File: config.mk
export PLATFORM = sky130hd
export DESIGN_NAME = vcs_signup_ctrl
export DESIGN_NICKNAME = d
export VERILOG_FILES = /design/src/rtl/vcs_pkg.sv /design/src/rtl/vcs_kind_decode.sv /design/src/rtl/vcs_free_pick.sv /design/src/rtl/vcs_owner_table.sv /design/src/rtl/vcs_signup_ctrl.sv
export SDC_FILE = /design/constraint.sdc
export NUM_CORES = 1
export LEC_CHECK = 0
export BUFFER_PORTS_ARGS = -buffer_cell sky130_fd_sc_hd__buf_4
export CORE_MARGIN = 5
export CORE_UTILIZATION = 48
export DETAILED_ROUTE_END_ITERATION = 16
export PLACE_DENSITY = 0.91
export SLEW_MARGIN = 10
export SYNTH_ARGS = -nofsm -noshare
export SYNTH_HDL_FRONTEND = slang
export SYNTH_HIERARCHICAL = 1
export SYNTH_SLANG_ARGS = --single-unit
export TNS_END_PERCENT = 20
File: constraint.sdc
create_clock -name clk -period 3.65 [get_ports clk]
set_clock_uncertainty 0.15 [all_clocks]
set_input_delay 0.1825 -clock clk [delete_from_list [all_inputs] [get_ports clk]]
set_output_delay 0.1825 -clock clk [all_outputs]
set_load 0.03 [all_outputs]
File: src/rtl/vcs_pkg.sv
package vcs_pkg;
  typedef enum logic [1:0] {
    FK_SOLO = 2'b00,
    FK_HEAD = 2'b01,
    FK_BODY = 2'b10,
    FK_TAIL = 2'b11
  } flit_kind_e;
endpackage

File: src/rtl/vcs_kind_decode.sv
module vcs_kind_decode
  import vcs_pkg::*;
(
  input  logic [1:0] kind,
  output logic       is_solo,
  output logic       is_head,
  output logic       is_body,
  output logic       is_tail
);
  flit_kind_e k;
  always_comb begin
    k       = flit_kind_e'(kind);
    is_solo = (k == FK_SOLO);
    is_head = (k == FK_HEAD);
    is_body = (k == FK_BODY);
    is_tail = (k == FK_TAIL);
  end
endmodule

File: src/rtl/vcs_free_pick.sv
module vcs_free_pick #(
  parameter int NUM_VC = 4,
  parameter int VC_W   = 2
) (
  input  logic [NUM_VC-1:0] busy,
  output logic              any_free,
  output logic [VC_W-1:0]   free_idx
);
  // scan from the top so the lowest free index is the one that remains
  always_comb begin
    any_free = 1'b0;
    free_idx = '0;
    for (int i = NUM_VC - 1; i >= 0; i--) begin
      if (!busy[i]) begin
        any_free = 1'b1;
        free_idx = VC_W'(i);
      end
    end
  end
endmodule

File: src/rtl/vcs_owner_table.sv
module vcs_owner_table #(
  parameter int NUM_VC = 4,
  parameter int VC_W   = 2,
  parameter int TAG_W  = 4
) (
  input  logic              clk,
  input  logic              rst,
  input  logic              claim_en,
  input  logic [VC_W-1:0]   claim_idx,
  input  logic [TAG_W-1:0]  claim_tag,
  input  logic              rel_en,
  input  logic [VC_W-1:0]   rel_idx,
  input  logic [VC_W-1:0]   look_idx,
  output logic              look_busy,
  output logic [TAG_W-1:0]  look_tag,
  output logic [NUM_VC-1:0] busy
);
  logic [NUM_VC-1:0][TAG_W-1:0] owner;

  for (genvar g = 0; g < NUM_VC; g++) begin : g_slot
    logic             held_q;
    logic [TAG_W-1:0] tag_q;
    always_ff @(posedge clk) begin
      if (rst) begin
        held_q <= 1'b0;
      end else if (claim_en && claim_idx == VC_W'(g)) begin
        held_q <= 1'b1;
      end else if (rel_en && rel_idx == VC_W'(g)) begin
        held_q <= 1'b0;
      end
    end
    always_ff @(posedge clk) begin
      if (claim_en && claim_idx == VC_W'(g)) tag_q <= claim_tag;
    end
    assign busy[g]  = held_q;
    assign owner[g] = tag_q;
  end

  assign look_busy = busy[look_idx];
  assign look_tag  = owner[look_idx];

  // a claim never lands on a held channel
  p_claim_free_r2: assert property (@(posedge clk) disable iff (rst)
    claim_en |-> !busy[claim_idx]);
  // a release only frees a channel that is held
  p_release_held_r6: assert property (@(posedge clk) disable iff (rst)
    rel_en |-> busy[rel_idx]);
  p_claim_rel_excl_r6: assert property (@(posedge clk) disable iff (rst)
    !(claim_en && rel_en));
endmodule

File: src/rtl/vcs_signup_ctrl.sv
module vcs_signup_ctrl #(
  parameter int NUM_VC = 4,
  parameter int TAG_W  = 4,
  parameter int DATA_W = 32,
  localparam int VC_W  = (NUM_VC > 1) ? $clog2(NUM_VC) : 1
) (
  input  logic              clk,
  input  logic              rst,
  input  logic              in_valid,
  output logic              in_ready,
  input  logic [1:0]        in_kind,
  input  logic [VC_W-1:0]   in_vc,
  input  logic [TAG_W-1:0]  in_tag,
  input  logic [DATA_W-1:0] in_payload,
  output logic              fwd_valid,
  output logic [1:0]        fwd_kind,
  output logic [VC_W-1:0]   fwd_vc,
  output logic [TAG_W-1:0]  fwd_tag,
  output logic [DATA_W-1:0] fwd_payload,
  output logic              push_back,
  output logic [VC_W-1:0]   push_vc,
  output logic [NUM_VC-1:0] busy
);
  logic is_solo, is_head, is_body, is_tail;
  logic any_free;
  logic [VC_W-1:0] free_idx;
  logic look_busy;
  logic [TAG_W-1:0] look_tag;
  logic ready_q, accept, owns, pass, claim_en, rel_en;
  logic [VC_W-1:0] out_vc;

  vcs_kind_decode u_dec (
    .kind(in_kind), .is_solo(is_solo), .is_head(is_head),
    .is_body(is_body), .is_tail(is_tail)
  );

  vcs_free_pick #(.NUM_VC(NUM_VC), .VC_W(VC_W)) u_pick (
    .busy(busy), .any_free(any_free), .free_idx(free_idx)
  );

  vcs_owner_table #(.NUM_VC(NUM_VC), .VC_W(VC_W), .TAG_W(TAG_W)) u_tab (
    .clk(clk), .rst(rst),
    .claim_en(claim_en), .claim_idx(free_idx), .claim_tag(in_tag),
    .rel_en(rel_en), .rel_idx(in_vc),
    .look_idx(in_vc), .look_busy(look_busy), .look_tag(look_tag),
    .busy(busy)
  );

  always_comb begin
    accept   = in_valid && ready_q;
    owns     = look_busy && (look_tag == in_tag);
    pass     = is_solo || (is_head && any_free) || ((is_body || is_tail) && owns);
    claim_en = accept && is_head && any_free;
    rel_en   = accept && is_tail && owns;
    out_vc   = is_head ? free_idx : in_vc;
  end

  always_ff @(posedge clk) begin
    if (rst) begin
      ready_q   <= 1'b0;
      fwd_valid <= 1'b0;
      push_back <= 1'b0;
    end else begin
      ready_q   <= 1'b1;
      fwd_valid <= accept && pass;
      push_back <= accept && !pass;
    end
  end

  always_ff @(posedge clk) begin
    if (accept) begin
      fwd_kind    <= in_kind;
      fwd_vc      <= out_vc;
      fwd_tag     <= in_tag;
      fwd_payload <= in_payload;
      push_vc     <= in_vc;
    end
  end

  assign in_ready = ready_q;

  // one registered response per accepted flit, none otherwise
  p_one_resp_r9: assert property (@(posedge clk) disable iff (rst)
    accept |=> (fwd_valid ^ push_back));
  p_idle_quiet_r9: assert property (@(posedge clk) disable iff (rst)
    !accept |=> (!fwd_valid && !push_back));
  // a header with room adds exactly one busy channel, the one it leaves on
  p_head_claims_r2: assert property (@(posedge clk) disable iff (rst)
    (accept && is_head && any_free) |=>
      (fwd_valid && busy[fwd_vc] && $countones(busy) == $countones($past(busy)) + 1));
  // a header with no room is returned and changes nothing
  p_head_full_r3: assert property (@(posedge clk) disable iff (rst)
    (accept && is_head && !any_free) |=> (push_back && $stable(busy)));
  // an owning tail frees its channel on the accepting edge
  p_tail_frees_r6: assert property (@(posedge clk) disable iff (rst)
    (accept && is_tail && owns) |=> (fwd_valid && !busy[fwd_vc]));
  // a single-flit packet passes and leaves ownership alone
  p_solo_pass_r8: assert property (@(posedge clk) disable iff (rst)
    (accept && is_solo) |=> (fwd_valid && $stable(busy)));
endmodule

Word level (Yosys, flattened, before mapping):

Index checks and enable logic that the tools add are counted.

* register bits: 65
* input port bits: 43
* word-level logic and storage cells: 78

* equal/unequal tests: 10
* $lt $le $gt $ge: 1
* reductions and logical operators: 29
* mux-type cells: 22

Operators by type and width (count)
* logical AND 1 bit: 18
* two-way mux 1 bit: 14
* equality test 2 bit, second input constant: 6
* two-way mux 2 bit: 5
* binary-select mux 4 bit (select 2 bit): 1
* nonzero test 2 bit: 4
* equality test 2 x 1 -> 1 bit, second input constant: 3
* zero test 2 bit: 3
* equality test 4 bit: 1
* two-way mux 4 bit: 1
* logical OR 1 bit: 3
* < comparator 2 x 3 -> 1 bit, second input constant: 1
* binary-select mux 1 bit (select 2 bit): 1
* zero test 1 bit: 1

Depth between registers and ports, before layout:

Gate-level depths: netlist (run 1).

* depth in word-level cells: 9
* depth in mapped cells: 7
* gate-level depth less buffers: 6

Modules after synthesis:

Netlist (run 1), hierarchy kept.

Modules (own cells, without submodules)
* vcs_signup_ctrl: area each 1463.9 um^2, seq. area each 1321.3 um^2, instances 1, cells an instance 66
* vcs_owner_table: area each 837.1 um^2, seq. area each 560.5 um^2, instances 1, cells an instance 48
* vcs_free_pick: area each 28.8 um^2, seq. area each 0.0 um^2, instances 1, cells an instance 5
* vcs_kind_decode: area each 26.3 um^2, seq. area each 0.0 um^2, instances 1, cells an instance 4

Worst setup path before layout (run 1):

OpenSTA, ideal clock, no wires.

* kind: register to register
* from: register ready_q (netlist: in_ready)
* to: register u_tab.g_slot[0].tag_q[0], enable pin
* data arrival time: 2.400 ns
* buffers on the path: 0
* stages on the path, launching flop included: 4
* slack: 0.726 ns
* setup time: 0.374 ns
* data required time: 3.126 ns
* clock period less this slack: 2.924 ns
* path through: dfxtp_1 -> and2_1 -> and3_1 -> nor3b_1

* word-level cells in the longest chain between the ends: 4

Ends and longest elaborated chain
* from (decl): line vcs_signup_ctrl.sv:29 `logic ready_q, accept, owns, pass, claim_en, rel_en;`
* from (signal assigned): line vcs_signup_ctrl.sv:60 `ready_q <= 1'b0;`
* from (signal assigned): line vcs_signup_ctrl.sv:64 `ready_q <= 1'b1;`
* logical AND 1 bit: line vcs_signup_ctrl.sv:50 `accept = in_valid && ready_q;`
* net accept: line vcs_signup_ctrl.sv:29
* logical AND 1 bit (2 in a row): line vcs_signup_ctrl.sv:53 `claim_en = accept && is_head && any_free;`
* net claim_en: line vcs_signup_ctrl.sv:29
* logical AND 1 bit: line vcs_owner_table.sv:33 `if (claim_en && claim_idx == VC_W'(g)) tag_q <= claim_tag;`
* to (signal assigned): line vcs_owner_table.sv:33
* to (decl): line vcs_owner_table.sv:22 `logic [TAG_W-1:0] tag_q;`

The timed path passes the listed nets, and every way through them passes these cells.
A chain may end at the register's enable or synchronous reset.

Worst setup path after layout (run 1):

* from: input port in_kind[1]
* to: register u_tab.g_slot[0].tag_q[0], enable pin

* word-level cells in the longest chain between the ends: 4

Ends and longest elaborated chain
* from (decl): line vcs_signup_ctrl.sv:11 `input logic [1:0] in_kind,`
* equality test 2 x 1 -> 1 bit: line vcs_kind_decode.sv:14 `is_head = (k == FK_HEAD);`
* net is_head: line vcs_signup_ctrl.sv:24 `logic is_solo, is_head, is_body, is_tail;`
* logical AND 1 bit (2 in a row): line vcs_signup_ctrl.sv:53
* net claim_en: line vcs_signup_ctrl.sv:29
* logical AND 1 bit: line vcs_owner_table.sv:33

The timed path passes the listed nets, and every way through them passes these cells.

==> results of run 1 <==
[metal layers]
metal  share of wire (%)  global-route usage, %
met1                  38                   20.2
met3                 8.1                   5.94
met4                0.89                   6.08
met2                  53                   34.4
met5                   0                      0
[metrics by stage]
stage / worst slack [ps] / area [um2] / cells
2_1_floorplan: 726 / 2360 / 123
3_3_place_gp: 1550 / 3090 / 277
3_5_place_dp: 1450 / 3090 / 277
4_1_cts: 1340 / 3710 / 333
5_1_grt: 1200 / 3710 / 333
6_report: 1280 / 3710 / 333
[Yosys cell counts (all sizes together) (2+ instances only)]
library cell	number	area [um2]
mux2	2	22.5
edfxtp	58	1740
nand2	3	11.3
mux4	5	113
a22o	2	17.5
nor2b	3	18.8
and3	2	12.5
and3b	3	26.3
and2	2	13.8
nand2b	6	37.5
nand3	3	15.0
dfxtp	7	140
inv	2	7.51
buf	5	41.3
a21oi	2	10.0
nor3b	2	15.0
xnor2	3	26.3
nor2	3	11.3
[state kept, by name, indices dropped and copies added, names as in the netlist]
name,count
fwd_kind,2
fwd_payload,32
fwd_tag,4
fwd_valid,1
fwd_vc,2
in_ready,1
push_back,1
push_vc,2
u_tab/g_slot.held_q,4
u_tab/g_slot.tag_q,16
[worst max path at each step]
| stage | start | to | slack (ps) |
|---|---|---|---|
| after floorplan | in_ready | u_tab/g_slot[0].tag_q[0] | 730 |
| after global placement | in_vc[0] | u_tab/g_slot[0].held_q | 1550 |
| after detailed placement | in_vc[0] | u_tab/g_slot[1].held_q | 1450 |
| after CTS | in_kind[1] | u_tab/g_slot[0].tag_q[0] | 1340 |
| after global routing | in_kind[0] | u_tab/g_slot[0].tag_q[1] | 1200 |
| final | in_kind[1] | u_tab/g_slot[0].tag_q[0] | 1280 |
[kinds of logic (layout without fill, tap and decap cells)]
family | after synthesis | count (layout)
buffers and inverters | 7 | 150
AOI/OAI and AO/OA | 10 | 10
and+or+nand+nor | 31 | 31
DFF | 65 | 65
xor gates and xnor gates | 3 | 3
muxes | 7 | 7
[worst max-delay path, stage by stage]
cell           delay, ps
dlygate4sd3_1        540
buf_4                150
nor2b_1              270
and3_1               260
nor3b_1              770
[power by group through the flow]
stage,registers (uW),clock network (uW),logic (uW)
finish,844,672,188
global route,845,715,200
CTS,843,680,187
detailed placement,859,0,151
global placement,858,0,147
floorplan,901,0,30.9
[repair_timing]
action                     in CTS  in global routing
hold buffers                   40                  0
setup endpoints to repair       0                  0
hold endpoints to repair       57                  0
[cells in the final DEF, fill, tap and decap left out, types with 3 or more instances in the layout]
cell type      instances
and3b_1                3
buf_4                 92
clkbuf_1               3
clkbuf_8              11
dfxtp_1                7
dlygate4sd3_1         40
edfxtp_1              58
mux4_2                 5
nand2_1                3
nand2b_1               6
nand3_1                3
nor2_1                 3
nor2b_1                3
xnor2_1                3
[final cells by class]
class,instances,area (um2)
Multi-Input combinational cell,51,427
Fill cell,281,1040
Clock buffer,14,163
Inverter,2,7.51
Clock inverter,2,60.1
Timing Repair Buffer,132,1090
Tap cell,67,83.8
Sequential cell,65,1880
==> impl_results.md, run 1 <==
* Period minus WS final at 2370 ps
* Synth Area in Compound Gates at 3.19%
* Synth Area in Adders at 0%
* Area of the core at 4750 um2
* Cell Pwr Density at about 460 nW/um2
* TritonCTS clock tree: yes
* First drt pass iteration count at 4
* Critical Path Fanout Max at 5
* Worst Hold Path Cells at 1
* Clock transition at the registers of the reported paths at 70 ps
* Num rows at 25
* Post_cts resized at 0
* Slew @ Worst Pin at ~900 ps
* Largest family of logic cells by synthesized area: simple AND/OR/NAND/NOR gates
* Fmax at between 400 and 500 MHz
* Remaining DRCs at 0
* Final core utilization at between 70 and 80%
* DR vias at 1605
* Post-route ant nets at 0
* Max-cap check violation count at 0
* Antenna diodes at 0
* DP Wirelength at around 3.5 mm
* Synth Area in Simple Gates at under 10%
* EDFF count, synth at 58
* Global-route wire length before repair at 8.71 mm
* Reg2Reg Capture Point: u_tab/g_slot[2].held_q
* FF+latch count, synth at 65
* Syn-to-layout area delta at 57.6%
* DRT iter0 DRCs at 98
* Sw frac at between 20% and 30%
* Die W at ~80 um
* Crit end category: flop
* Via density at around 4.8
* Flop2flop setup slack at about 1500 ps
* Die H at between 80 and 90 um
* Yosys warning total at 6
* Peak supply drop at ~430 uV
* Share of layout cells above drive strength 1 at 43.2%
* Initial Utilization at approximately half
* Setup TNS at 0 ps
* Num Clock Sinks at 65
* WP data arrival at roughly 2200 ps
* Clock latency on the worst-skew pair at around 330 ps
* Critical path class: input pin to flop
* Global route overflow at 0
* Worst R2R Start: u_tab/g_slot[1].tag_q[2]
* Die Area at roughly 6400 um2
* Port Buffer Count at ~90
* Run status: finished clean
* H-tree levels at 3
* Gpl congestion at slightly below 0.9
* Mean Syn Cell Area at roughly 19 um2
* Post-Synth XOR/XNOR Area at 1.12%
* Initial antenna violation count at 0
* CTS buffer count at 9
* Critical Path RT at between 3000 and 4000 ps
* Switching Power at approximately 350 uW
* Power share of the clock group at around two fifths
* CTS Root Cell: clkbuf_8
* WL per Instance at between 15 and 20 um
* Postcts setup bufs at 0
* Async SR Flop Fraction at 0%
* Slew Viols, Final at 0
* Hold Slack at approximately 21 ps
* Vias in the first global route at 1747
* Fin. Hold Viols at 0
* Synthesized instance count at roughly 120
* Synth cell types at 30
* Largest net degree at the start of global routing at between 40 and 50
* Worst min-delay path class: input pin to flop
* Fin crit share at between 60% and 70%
* Leak Pwr at between 0.001 and 0.0015 uW
* Internal at between 1000 and 1500 uW
* PnR Total Power at between 1500 and 2000 uW
* Setup crit start kind: input pin
* Layout Nets at ~300
* Max_slew headroom at 38.5%
* Mux cell area share after synthesis at 5.74%
* Worst Reg2Reg Path Length in Cells at 6
* Synthesized Nets at roughly 170
* Endpoints failing setup at 0
* RSZ-0062 raised after global routing: no
* Worst hold start: in_vc[0]
* Post-Syn Area at approximately 2400 um2
* Post-synthesis sequential area ratio at 79.9%
* Routed WL at between 5 and 6 mm
* CTS Buffer Depth at 2
* GR Util All Layers at roughly a fifth
* Hold EP: push_vc[0]
* I/O pins at between 90 and 100
* Share of total power in combinational logic at 11.1%
* Sequential share of power at 49.5%
* Main synth FF type: edfxtp_1
No activity file was read; power rests on OpenSTA's default activity.
==> inputs of run 2 (changes only) <==
- CORE_UTILIZATION: 48 -> 43
- PLACE_DENSITY: 0.91 -> 0.87
- clock period: 3.65 -> 2.1 ns (I/O delays scaled with it)
==> impl_results.md, run 2 (synthesis results as in run 1) <==
* Run status: finished, violations left
* Failing checks: setup timing
* Period minus WS final at approximately 2100 ps
* Post-route setup slack at -8.96 ps
* Layout Nets at ~310
* Area of the core at 5410 um2
* Leading cell types in the layout, fill and taps excluded: 94 x buf_4, 58 x edfxtp_1, 41 x dlygate4sd3_1
* WP data arrival at between 2000 and 2500 ps
* Register with the most flip-flops: fwd_payload
* Fin area at roughly 3800 um2
* Global-route wire length before repair at approximately 10 mm
* Most common cell after layout, fill and taps aside: buf_4
* Leak Pwr at 0.00153 uW
* Remaining DRCs at 0
* Num Clock Sinks at 65
* CP max stage delay at 500 ps
* Worst min-delay path class: input pin to flop
* Slew @ Worst Pin at roughly 520 ps
* CTS buffer count at 9
* RSZ-0062 raised after global routing: yes
* Die H at 84.0 um
* Reg2Reg Capture Point: u_tab/g_slot[0].held_q
* Die W at about 84 um
* Routed WL at ~6.9 mm
* DP Area at 3110 um2
* Clock latency on the worst-skew pair at around 340 ps
* Largest net degree at the start of global routing at 43
* Antenna diodes at 0
* Hold EP: u_tab/g_slot[0].held_q
* Top flop regs: fwd_payload: 32 flops, u_tab/g_slot.tag_q: 16 flops
* Worst-path cell chain: mux4_2, xnor2_2, nand3_2, nor3_4, nor3b_4, o2bb2ai_2
* Share of layout cells above drive strength 1 at between 40% and 50%
* Gpl congestion at 0.794
* Crit end category: flop
* DR vias at 1736
* # fillers at 320
* Cell family with most CP delay: simple AND/OR/NAND/NOR gates
* Max_slew headroom at between 60 and 70%
* Fmax at between 400 and 500 MHz
* I/O pins at between 90 and 100
* Worst Hold Path Cells at 3
* Peak supply drop at 353 uV
* Clock transition at the registers of the reported paths at approximately 60 ps
* Final core utilization at about 71%
* Worst hold start: in_vc[0]
* First drt pass iteration count at 4
* CTS Root Cell: clkbuf_8
* Setup crit start kind: flop
* Initial antenna violation count at 0
* Critical Path Fanout Max at 4
* CTS Buffer Depth at 2
* Slowest-stage cell, CP: mux4_2
* Global route overflow at 0
* Slew Viols, Final at 0
* TritonCTS clock tree: yes
* Flop2flop setup slack at -9 ps
* Buf/Inv on CP at 0
* Worst R2R Start: u_tab/g_slot[1].tag_q[3]
* H-tree levels at 3
* Via density at between 5 and 6
* Endpoints failing setup at 1
* DP Wirelength at roughly 3.9 mm
* Fin crit share at 100%
* Num rows at 27
* DRT iter0 DRCs at 125
* Max-cap check violation count at 0
* Post-route ant nets at 0
* Critical path class: flop to flop
* Critical Path RT at approximately 2200 ps
* WL per Instance at 20.3 um
* Die Area at roughly 7100 um2
* GR Util All Layers at around a fifth
* Max reg flops at 32
* Vias in the first global route at 1754
* Cell Pwr Density at 794 nW/um2
* Syn-to-layout area delta at 62.1%
* Place WS at -77.2 ps
* Initial Utilization at between 40 and 50%
* Worst Reg2Reg Path Length in Cells at 6
* Fin. Hold Viols at 0
* Port Buffer Count at 91
run 2: changes by cell type in the layout (fill, tap and decap cells not counted), sizes merged:
cell,change
buf,+2
dlygate4sd3,+1
run 2: power breakdown:
part           switching, uW  internal (uW)  total, uW
logic                    177            174        351
registers               15.0           1450       1470
clock network            442            768       1210
run 2: per-stage QoR:
stage	hold WS, ps	TNS (ps)	power [uW]	std cells
floorplan	11.5	0	1620	123
global placement	133	0	1750	283
detailed placement	135	-111	1760	283
CTS	34.9	0	3010	340
global route	37.5	-149	3140	341
finish	54.1	-8.96	3030	341
run 2: worst register-to-register path, cell delays in order (launching register included):
cell	delay, ps
edfxtp_1	390
mux4_2	500
xnor2_2	190
nand3_2	140
nor3_4	250
nor3b_4	280
o2bb2ai_2	80
run 2: cell type report:
| cell class | instances | area, um2 | area share [%] |
|---|---|---|---|
| inverter | 2 | 7.51 | 0.197 |
| sequential | 65 | 1880 | 49.3 |
| clock buffer | 14 | 173 | 4.52 |
| multi-input combinational | 51 | 490 | 12.8 |
| tap | 72 | 90.1 | 2.36 |
| timing repair buffer | 135 | 1120 | 29.2 |
| clock inverter | 2 | 60.1 | 1.57 |
run 2: repair_timing:
action / 4_1_cts / 5_1_grt
buffers inserted: 0 / 1
endpoints found under the hold margin: 58 / 0
gates resized for setup: 3 / 7
cloned: 0 / 0
hold buffers: 41 / 0
pin swaps: 0 / 6
setup endpoints to repair: 4 / 4
run 2: how the worst max path moves through the flow:
| stage | cells past startpoint | to | start | slack, ps |
|---|---|---|---|---|
| 2_1_floorplan | 3 | u_tab/g_slot[0].tag_q[0] | in_ready | 80 |
| 5_1_grt | 6 | u_tab/g_slot[1].held_q | u_tab/g_slot[3].tag_q[3] | -50 |
| 4_1_cts | 6 | u_tab/g_slot[0].held_q | u_tab/g_slot[3].tag_q[3] | 6 |
| 3_3_place_gp | 7 | u_tab/g_slot[0].held_q | in_vc[0] | 90 |
| 3_5_place_dp | 6 | u_tab/g_slot[2].held_q | u_tab/g_slot[3].tag_q[3] | -80 |
| 6_report | 6 | u_tab/g_slot[0].held_q | u_tab/g_slot[1].tag_q[3] | -9 |
run 2: routing by layer:
| layer | track usage (%) | routed length, um | vias up | part of all wire [%] |
|---|---|---|---|---|
| li1 | - | - | 757 | - |
| met1 | 23.1 | 2620 | 836 | 38 |
| met2 | 32.6 | 3470 | 128 | 50 |
| met3 | 9.18 | 698 | 15 | 10 |
| met4 | 6.58 | 129 | 0 | 1.9 |
| met5 | 0 | 0 | - | 0 |
==> inputs of run 3 (changes only) <==
- CORE_MARGIN: 5 -> 3
==> impl_results.md, run 3 (synthesis results as in run 1) <==
* RSZ-0062 raised after global routing: no
* Gpl congestion at between 0.8 and 0.9
* Postcts setup bufs at 0
* Vias in the first global route at around 1600
* Metal3 WL at ~440 um
* Fin area at 3730 um2
* Clock transition at the registers of the reported paths at about 70 ps
* Top flop regs: fwd_payload: 32 flops, u_tab/g_slot.tag_q: 16 flops
* Post-route ant nets at 0
* Largest net degree at the start of global routing at around 40
* Via density at between 4 and 5
* Share of layout cells above drive strength 1 at 45.0%
* Peak supply drop at 410 uV
* Register with the most flip-flops: fwd_payload
* Leak Pwr at 0.00148 uW
* Post-route setup slack at between 100 and 150 ps
* DR vias at between 1500 and 2000
* DR WL met2 at 2.91 mm
* Max_slew headroom at 65.0%
* Remaining DRCs at 0
* DP Area at roughly 3100 um2
* Critical path class: flop to flop
* Fin. Hold Viols at 0
* Fmax at ~500 MHz
* Critical Path Fanout Max at 4
* H-tree levels at 3
* Crit end category: flop
* Critical Path RT at between 2000 and 2500 ps
* Routed WL at ~5.5 mm
* Worst min-delay path class: input pin to flop
* DP Wirelength at ~3.3 mm
* Endpoints failing setup at 0
* Die H at ~80 um
* Max layer used: met4
* Num rows at 26
* Hold Slack at ~54 ps
* Initial antenna violation count at 0
* GR Util All Layers at 17.6%
* Max-cap check violation count at 0
* First drt pass iteration count at 4
* Max reg flops at 32
* WL per Instance at roughly 16 um
* Clock latency on the worst-skew pair at 330 ps
* Place WS at -18.8 ps
* WP data arrival at approximately 2100 ps
* Period minus WS final at roughly 2000 ps
* Initial Utilization at between 40% and 50%
* Die W at around 80 um
* Global route overflow at 0
* Global-route wire length before repair at 8.07 mm
* DRT iter0 DRCs at 58
* Port Buffer Count at about 90
* Cell Pwr Density at roughly 740 nW/um2
* Final core utilization at 71.7%
* TritonCTS clock tree: yes
* CTS buffer count at 9
* Most common cell after layout, fill and taps aside: buf_4
* Setup crit start kind: flop
* Fin crit share at 94.9%
* Slew @ Worst Pin at ~520 ps
* CTS Root Cell: clkbuf_8
* Syn-to-layout area delta at 58.4%
* Met1 WL at 2.06 mm
* Leading cell types in the layout, fill and taps excluded: 94 x buf_4, 58 x edfxtp_1, 41 x dlygate4sd3_1
* CTS Buffer Depth at 2
* I/O pins at between 90 and 100
* Setup TNS at 0 ps
* Num Clock Sinks at 65
* Layout Nets at about 310
* Antenna diodes at 0
* Die Area at approximately 6400 um2
* Slew Viols, Final at 0
* Run status: finished clean
* Area of the core at between 5000 and 6000 um2
## run 3: cell types whose count changed in the layout (fill, tap and decap cells not counted), sizes merged
| cell | previous run | this run |
|---|---|---|
| bufinv | 2 | 1 |
| clkinv | 0 | 4 |
| clkbuf | 14 | 9 |
| clkinvlp | 0 | 2 |
## run 3: final timing paths
kind                                          endpoint  slack (ps)  cells after the start                startpoint
worst max-delay path            u_tab/g_slot[3].held_q         110                      6  u_tab/g_slot[2].tag_q[3]
worst min-delay path                        push_vc[0]          50                      2                  in_vc[0]
worst min register to register  u_tab/g_slot[0].held_q         430                      2    u_tab/g_slot[0].held_q
worst max register to register  u_tab/g_slot[3].held_q         110                      6  u_tab/g_slot[2].tag_q[3]
## run 3: stage by stage
stage / cells / total power (uW)
detailed placement: 282 / 1760
global route: 339 / 2860
CTS: 339 / 2790
floorplan: 123 / 1620
finish: 339 / 2770
global placement: 282 / 1750
## run 3: final cells by class
| class | count | area (um2) |
|---|---|---|
| timing repair buffer | 135 | 1120 |
| fill | 335 | 1470 |
| multi-input combinational | 51 | 454 |
| tap | 70 | 87.6 |
| sequential | 65 | 1880 |
| inverter | 2 | 7.51 |
| clock inverter | 7 | 61.3 |
| clock buffer | 9 | 124 |
## run 3: worst max-delay path, stage by stage, from the launching register on
cell,delay [ps]
edfxtp_1,380
mux4_2,480
xnor2_1,190
nand3_2,140
nor3_4,240
nand3_1,110
a22o_1,190
## run 3: layer usage
layer,vias to the layer above,GRT usage (%)
li1,758,-
met2,90,31.5
met1,765,19.4
met5,-,0
met3,9,3.84
met4,0,9.12
## run 3: what timing repair did
item / CTS / global route
pin swaps: 0 / 1
gates cloned: 0 / 0
hold buffers: 41 / 0
endpoints found under the setup margin: 4 / 4
endpoints found under the hold margin: 62 / 0
gates resized for setup: 1 / 3
## run 3: where the power goes
part	total, uW	switching, uW	internal, uW
logic	332	163	170
clock network	972	439	533
registers	1470	12.1	1450
